--- src/rtl/gbc_pkg.sv ---
package gbc_pkg;
    typedef enum logic [0:0] {
        ST_IDLE  = 1'b0,
        ST_LOWER = 1'b1
    } gbc_state_e;
endpackage

--- src/rtl/gbc_b2g.sv ---
module gbc_b2g #(
    parameter int W = 32
) (
    input  logic [W-1:0] bin_i,
    output logic [W-1:0] gray_o
);
    always_comb begin
        gray_o = bin_i ^ (bin_i >> 1);
    end
endmodule

--- src/rtl/gbc_prefix_seg.sv ---
// One segment of the Gray-to-binary running XOR, from its top bit down.
module gbc_prefix_seg #(
    parameter int W = 16
) (
    input  logic         seed_i,
    input  logic [W-1:0] gray_i,
    output logic [W-1:0] bin_o
);
    assign bin_o[W-1] = seed_i ^ gray_i[W-1];

    for (genvar i = W - 2; i >= 0; i--) begin : g_stage
        assign bin_o[i] = bin_o[i+1] ^ gray_i[i];
    end
endmodule

--- src/rtl/gbc_ctrl.sv ---
module gbc_ctrl
    import gbc_pkg::*;
(
    input  logic clk,
    input  logic rst_n,
    input  logic start_i,
    input  logic to_bin_i,
    output logic load_enc_o,
    output logic load_hi_o,
    output logic load_lo_o,
    output logic busy_o
);
    gbc_state_e state_q, state_d;

    // Next-state logic
    always_comb begin
        state_d = state_q;
        unique case (state_q)
            ST_IDLE: begin
                if (start_i && to_bin_i) state_d = ST_LOWER;   // T_ACCEPT_DEC
            end
            ST_LOWER: state_d = ST_IDLE;                       // T_FINISH
            default:  state_d = ST_IDLE;
        endcase
    end

    // State register
    always_ff @(posedge clk or negedge rst_n) begin
        if (!rst_n) state_q <= ST_IDLE;
        else        state_q <= state_d;
    end

    // Outputs
    always_comb begin
        load_enc_o = 1'b0;
        load_hi_o  = 1'b0;
        load_lo_o  = 1'b0;
        busy_o     = 1'b0;
        unique case (state_q)
            ST_IDLE: begin
                load_enc_o = start_i && !to_bin_i;             // T_ACCEPT_ENC
                load_hi_o  = start_i && to_bin_i;
            end
            ST_LOWER: begin
                load_lo_o = 1'b1;
                busy_o    = 1'b1;
            end
            default: ;
        endcase
    end

    // the pending state lasts exactly one cycle, starts cannot extend it
    a_r5_busy_single: assert property (@(posedge clk) disable iff (!rst_n)
        busy_o |=> !busy_o);
    // an encode request never raises busy
    a_r2_enc_no_busy: assert property (@(posedge clk) disable iff (!rst_n)
        (start_i && !to_bin_i && !busy_o) |=> !busy_o);
endmodule

--- src/rtl/gray_bin_conv.sv ---
module gray_bin_conv #(
    parameter int WIDTH = 32
) (
    input  logic             clk,
    input  logic             rst_n,
    input  logic             start_i,
    input  logic             to_bin_i,
    input  logic [WIDTH-1:0] operand_i,
    output logic [WIDTH-1:0] result_o,
    output logic             done_o,
    output logic             busy_o
);
    localparam int LO_W = WIDTH / 2;
    localparam int HI_W = WIDTH - LO_W;

    logic load_enc, load_hi, load_lo;
    logic [WIDTH-1:0] enc_val;
    logic [HI_W-1:0]  hi_bin;
    logic [LO_W-1:0]  lo_bin;
    logic [HI_W-1:0]  hi_q;
    logic [LO_W-1:0]  lo_gray_q;

    gbc_ctrl u_ctrl (
        .clk        (clk),
        .rst_n      (rst_n),
        .start_i    (start_i),
        .to_bin_i   (to_bin_i),
        .load_enc_o (load_enc),
        .load_hi_o  (load_hi),
        .load_lo_o  (load_lo),
        .busy_o     (busy_o)
    );

    gbc_b2g #(.W(WIDTH)) u_enc (
        .bin_i  (operand_i),
        .gray_o (enc_val)
    );

    // First phase: top half, seeded with 0 so b[top] = g[top]
    gbc_prefix_seg #(.W(HI_W)) u_hi (
        .seed_i (1'b0),
        .gray_i (operand_i[WIDTH-1:LO_W]),
        .bin_o  (hi_bin)
    );

    // Second phase: bottom half, seeded from the registered lowest bit of the top half
    gbc_prefix_seg #(.W(LO_W)) u_lo (
        .seed_i (hi_q[0]),
        .gray_i (lo_gray_q),
        .bin_o  (lo_bin)
    );

    always_ff @(posedge clk or negedge rst_n) begin
        if (!rst_n) begin
            hi_q      <= '0;
            lo_gray_q <= '0;
        end else if (load_hi) begin
            hi_q      <= hi_bin;
            lo_gray_q <= operand_i[LO_W-1:0];
        end
    end

    always_ff @(posedge clk or negedge rst_n) begin
        if (!rst_n) begin
            result_o <= '0;
            done_o   <= 1'b0;
        end else begin
            done_o <= load_enc || load_lo;
            if (load_enc)     result_o <= enc_val;
            else if (load_lo) result_o <= {hi_q, lo_bin};
        end
    end

    // the cycle after busy always completes
    a_r3_busy_then_done: assert property (@(posedge clk) disable iff (!rst_n)
        busy_o |=> done_o);
    // an accepted encode completes on the next edge
    a_r2_enc_done: assert property (@(posedge clk) disable iff (!rst_n)
        (start_i && !to_bin_i && !busy_o) |=> done_o);
    // the result only moves when done is raised
    a_r6_hold: assert property (@(posedge clk) disable iff (!rst_n)
        !done_o |-> $stable(result_o));
    // a start while busy does not complete a second time after the finish
    a_r5_no_extra_done: assert property (@(posedge clk) disable iff (!rst_n)
        (busy_o && !(start_i && !to_bin_i)) |=> ##1 (!done_o || $past(start_i)));
endmodule

--- config.mk ---
export PLATFORM = sky130hd
export DESIGN_NAME = gray_bin_conv
export DESIGN_NICKNAME = d
export VERILOG_FILES = /design/src/rtl/gbc_pkg.sv /design/src/rtl/gbc_b2g.sv /design/src/rtl/gbc_prefix_seg.sv /design/src/rtl/gbc_ctrl.sv /design/src/rtl/gray_bin_conv.sv
export SDC_FILE = /design/constraint.sdc
export NUM_CORES = 1
export LEC_CHECK = 0
export BUFFER_PORTS_ARGS = -buffer_cell sky130_fd_sc_hd__buf_2
export CORE_ASPECT_RATIO = 1.5
export CORE_MARGIN = 1.5
export CORE_UTILIZATION = 50
export DETAILED_ROUTE_END_ITERATION = 10
export GPL_ROUTABILITY_DRIVEN = 1
export PLACE_DENSITY_LB_ADDON = 0.3
export SYNTH_ARGS = -nofsm -noshare
export SYNTH_HDL_FRONTEND = slang
export SYNTH_SLANG_ARGS = --single-unit
--- constraint.sdc ---
create_clock -name clk -period 2.3 [get_ports clk]
set_input_delay 0.115 -clock clk [delete_from_list [all_inputs] [get_ports clk]]
set_output_delay 0.115 -clock clk [all_outputs]
set_load 0.005 [all_outputs]
==> impl_metrics.env <==
export IMPL_status="finished with violations"
export IMPL_violations="design-rule violations"
export IMPL_tns_ps=0
export IMPL_slew_violations=0
export IMPL_grt_start_max_net_pins=60
export IMPL_vias=2658
export IMPL_tritoncts_num_buffers=9
export IMPL_mostFrequentLayoutCells="nand2_1, buf_2, dfrtp_1"
export IMPL_critical_path_arrival_ps=2500
export IMPL_finClkSkew_ps=4.99
export IMPL_drtIter0Drc=174
export IMPL_core_area_um2=6850
export IMPL_antenna_found_initial=0
export IMPL_max_cap_violations=0
export IMPL_avgSynthCellArea_um2=9.63
export IMPL_synthXorXnorAreaFrac=0.247
export IMPL_sw_frac_of_total=0.314
export IMPL_antennaDiodeCount=0
export IMPL_place_area_um2=3970
export IMPL_slew_limit_headroom=0.482
export IMPL_port_buffers=69
export IMPL_netlist_top_cell_by_area="dfrtp_1"
export IMPL_setup_viol=0
export IMPL_cp_max_fo=5
export IMPL_power_switching_mw=1.52
export IMPL_hold_viol_final=0
export IMPL_synth_ff_type="dfrtp_1"
export IMPL_cts_clk_slew_worst_paths_ps=70
export IMPL_drt_wl_total_um=7430
export IMPL_drive_gt1_frac=0.236
export IMPL_placedCellCount=501
export IMPL_grt_pass1_vias=2744
export IMPL_final_common_cell="nand2_1"
export IMPL_rows=37
export IMPL_ant_nets=0
export IMPL_start_kind="flip-flop"
export IMPL_yosysSeqAreaShare=0.470
export IMPL_cts_tree="done"
export IMPL_area_delta_synth_final_pct=21.4
export IMPL_worstSkewPairLatency_ps=350
export IMPL_fin_area_um2=4270
export IMPL_drt_first_pass_iters=9
export IMPL_worst_slew_pin_slew_ps=777
export IMPL_avgViaCountPerCell=5.08
export IMPL_ys_ff_latch=66
export IMPL_ys_warnings_count=0
export IMPL_route_detailed_drc=4
export IMPL_synthMuxAreaShare=0.0260
export IMPL_crit_required_ps=2570
export IMPL_chipHeight_um=106
export IMPL_die_width_um=71.4
export IMPL_wire_per_inst_um=14.2
export IMPL_synth_top_area_share=0.470
export IMPL_cts_sinks=66
export IMPL_place_congestion=0.767
export IMPL_period_needed_ps=2230
export IMPL_synth_edff_count=0
export IMPL_period_share=0.968
export IMPL_grt_first_pass_wirelength_um=12700
export IMPL_seqPwrFrac=0.355
export IMPL_ys_async_sr_fraction=1.00
export IMPL_hold_class="input port to flip-flop"
export IMPL_rsz0062_at_grt="false"
export IMPL_layout_nets=477
export IMPL_overflow=0
export IMPL_pwr_share_clk=0.221
export IMPL_synth_fa_ha_area_frac=0
export IMPL_syn_nets=401
export IMPL_initial_core_util=0.513
export IMPL_cts_path_max_buffers=2
export IMPL_synth_compound_area_share=0.102
export IMPL_fin_util=0.623
export IMPL_h_tree_depth=3
export IMPL_finalNonFillerCells=523
export IMPL_synthCells=365
export IMPL_criticalPathCategory="flip-flop to flip-flop"
export IMPL_p_int_mw=3.32
export IMPL_powerDensity_nw_per_um2=1130
export IMPL_root_buffer="clkbuf_8"
export IMPL_synthTopCellsByArea="dfrtp_1, xnor2_1, nand2_1, o21ai_0, a21oi_1"
export IMPL_peakVddDrop_v=0.000632
export IMPL_fmax_mhz=449
export IMPL_dp_hpwl_um=5190
export IMPL_synth_top_family_by_area="XOR/XNOR gates"
export IMPL_die_area_um2=7550
export IMPL_post_synth_and_or_nand_nor_area_fraction=0.132
export IMPL_synth_cell_type_count=22
export IMPL_cp_end_kind="flip-flop"
export IMPL_synth_cell_area_um2=3510
export IMPL_ioPinCount=70
export IMPL_combPwrFrac=0.424
export IMPL_grtUsageTotal=0.221
export IMPL_leakage_nw=2.08
[synthesized netlist by cell type (3+ instances only)]
cell and number:
a211oi_1 3, a21oi_1 29, clkbuf_1 20, dfrtp_1 66
mux2i_1 8, nand2_1 89, nor2_1 29, o21ai_0 38
xnor2_1 48, xnor3_1 4, xor2_1 16, xor3_1 3
[metal layers]
metal | GRT usage | vias to the layer above | wire (um)
met5 | 0 | - | 0
met4 | 0.0838 | 0 | 102
met3 | 0.0707 | 7 | 336
met2 | 0.378 | 55 | 3910
met1 | 0.253 | 1265 | 3080
li1 | - | 1331 | -
[state kept, by name, indices dropped and copies added (netlist names)]
register	count
hi_q	16
done_o	1
lo_gray_q	16
u_ctrl.state_q	1
result_o	32
[per-stage QoR]
stage,power [mW],setup slack [ps],hold WS [ps]
6_report,4.84,74.1,14.7
5_1_grt,5.16,0.747,12.6
4_1_cts,4.89,84.8,2.90
3_5_place_dp,3.78,-31.7,243
3_3_place_gp,3.71,26.9,235
2_1_floorplan,3.16,26.0,-181
[timing repair]
item | in CTS | in global routing
endpoints found under the hold margin | 36 | 0
buffers inserted | 1 | 0
resized for setup | 0 | 1
endpoints found under the setup margin | 1 | 1
pin swaps | 1 | 0
hold buffers | 6 | 0
[cell families (layout without fill, tap and decap cells)]
group,after synthesis,count (layout)
muxes,9,9
xor gates and xnor gates,77,77
buffers and inverters,22,102
and+or+nand+nor,121,121
AOI/OAI and AO/OA,70,70
DFF,66,66
[critical path: stages, from the launching register on]
cell and delay, ps:
dfrtp_1 420, xor2_2 220, xnor3_2 390, xnor3_4 520, xor3_4 460, mux2i_1 150
[path summary, 6_finish.rpt]
kind	from	end	slack, ps	cells past startpoint
max in group asynchronous	rst_n	hi_q[8]	1160	3
max reg2reg	lo_gray_q[15]	result_o[0]	70	5
min in group asynchronous	rst_n	lo_gray_q[10]	380	2
min	operand_i[6]	lo_gray_q[6]	10	3
min reg2reg	hi_q[15]	hi_q[15]	480	2
max	lo_gray_q[15]	result_o[0]	70	5
[power by group through the flow]
| stage | Clock [mW] | Sequential, mW | Combinational, mW |
|---|---|---|---|
| final | 1.07 | 1.72 | 2.05 |
| after global routing | 1.14 | 1.76 | 2.27 |
| after CTS | 1.09 | 1.72 | 2.08 |
| after detailed placement | 0 | 1.74 | 2.04 |
| after global placement | 0 | 1.72 | 1.99 |
| after floorplan | 0 | 1.72 | 1.44 |
[final cells by class]
type                            instances  area (um^2)
Clock inverter                          1         30.0
Clock buffer                           14          193
Sequential cell                        66         1650
Fill cell                             596         2580
Tap cell                               78         97.6
Timing Repair Buffer                   86          500
Multi-Input combinational cell        277         1790
Inverter                                1         3.75
Note: power is estimated with default switching activity, not from simulation.
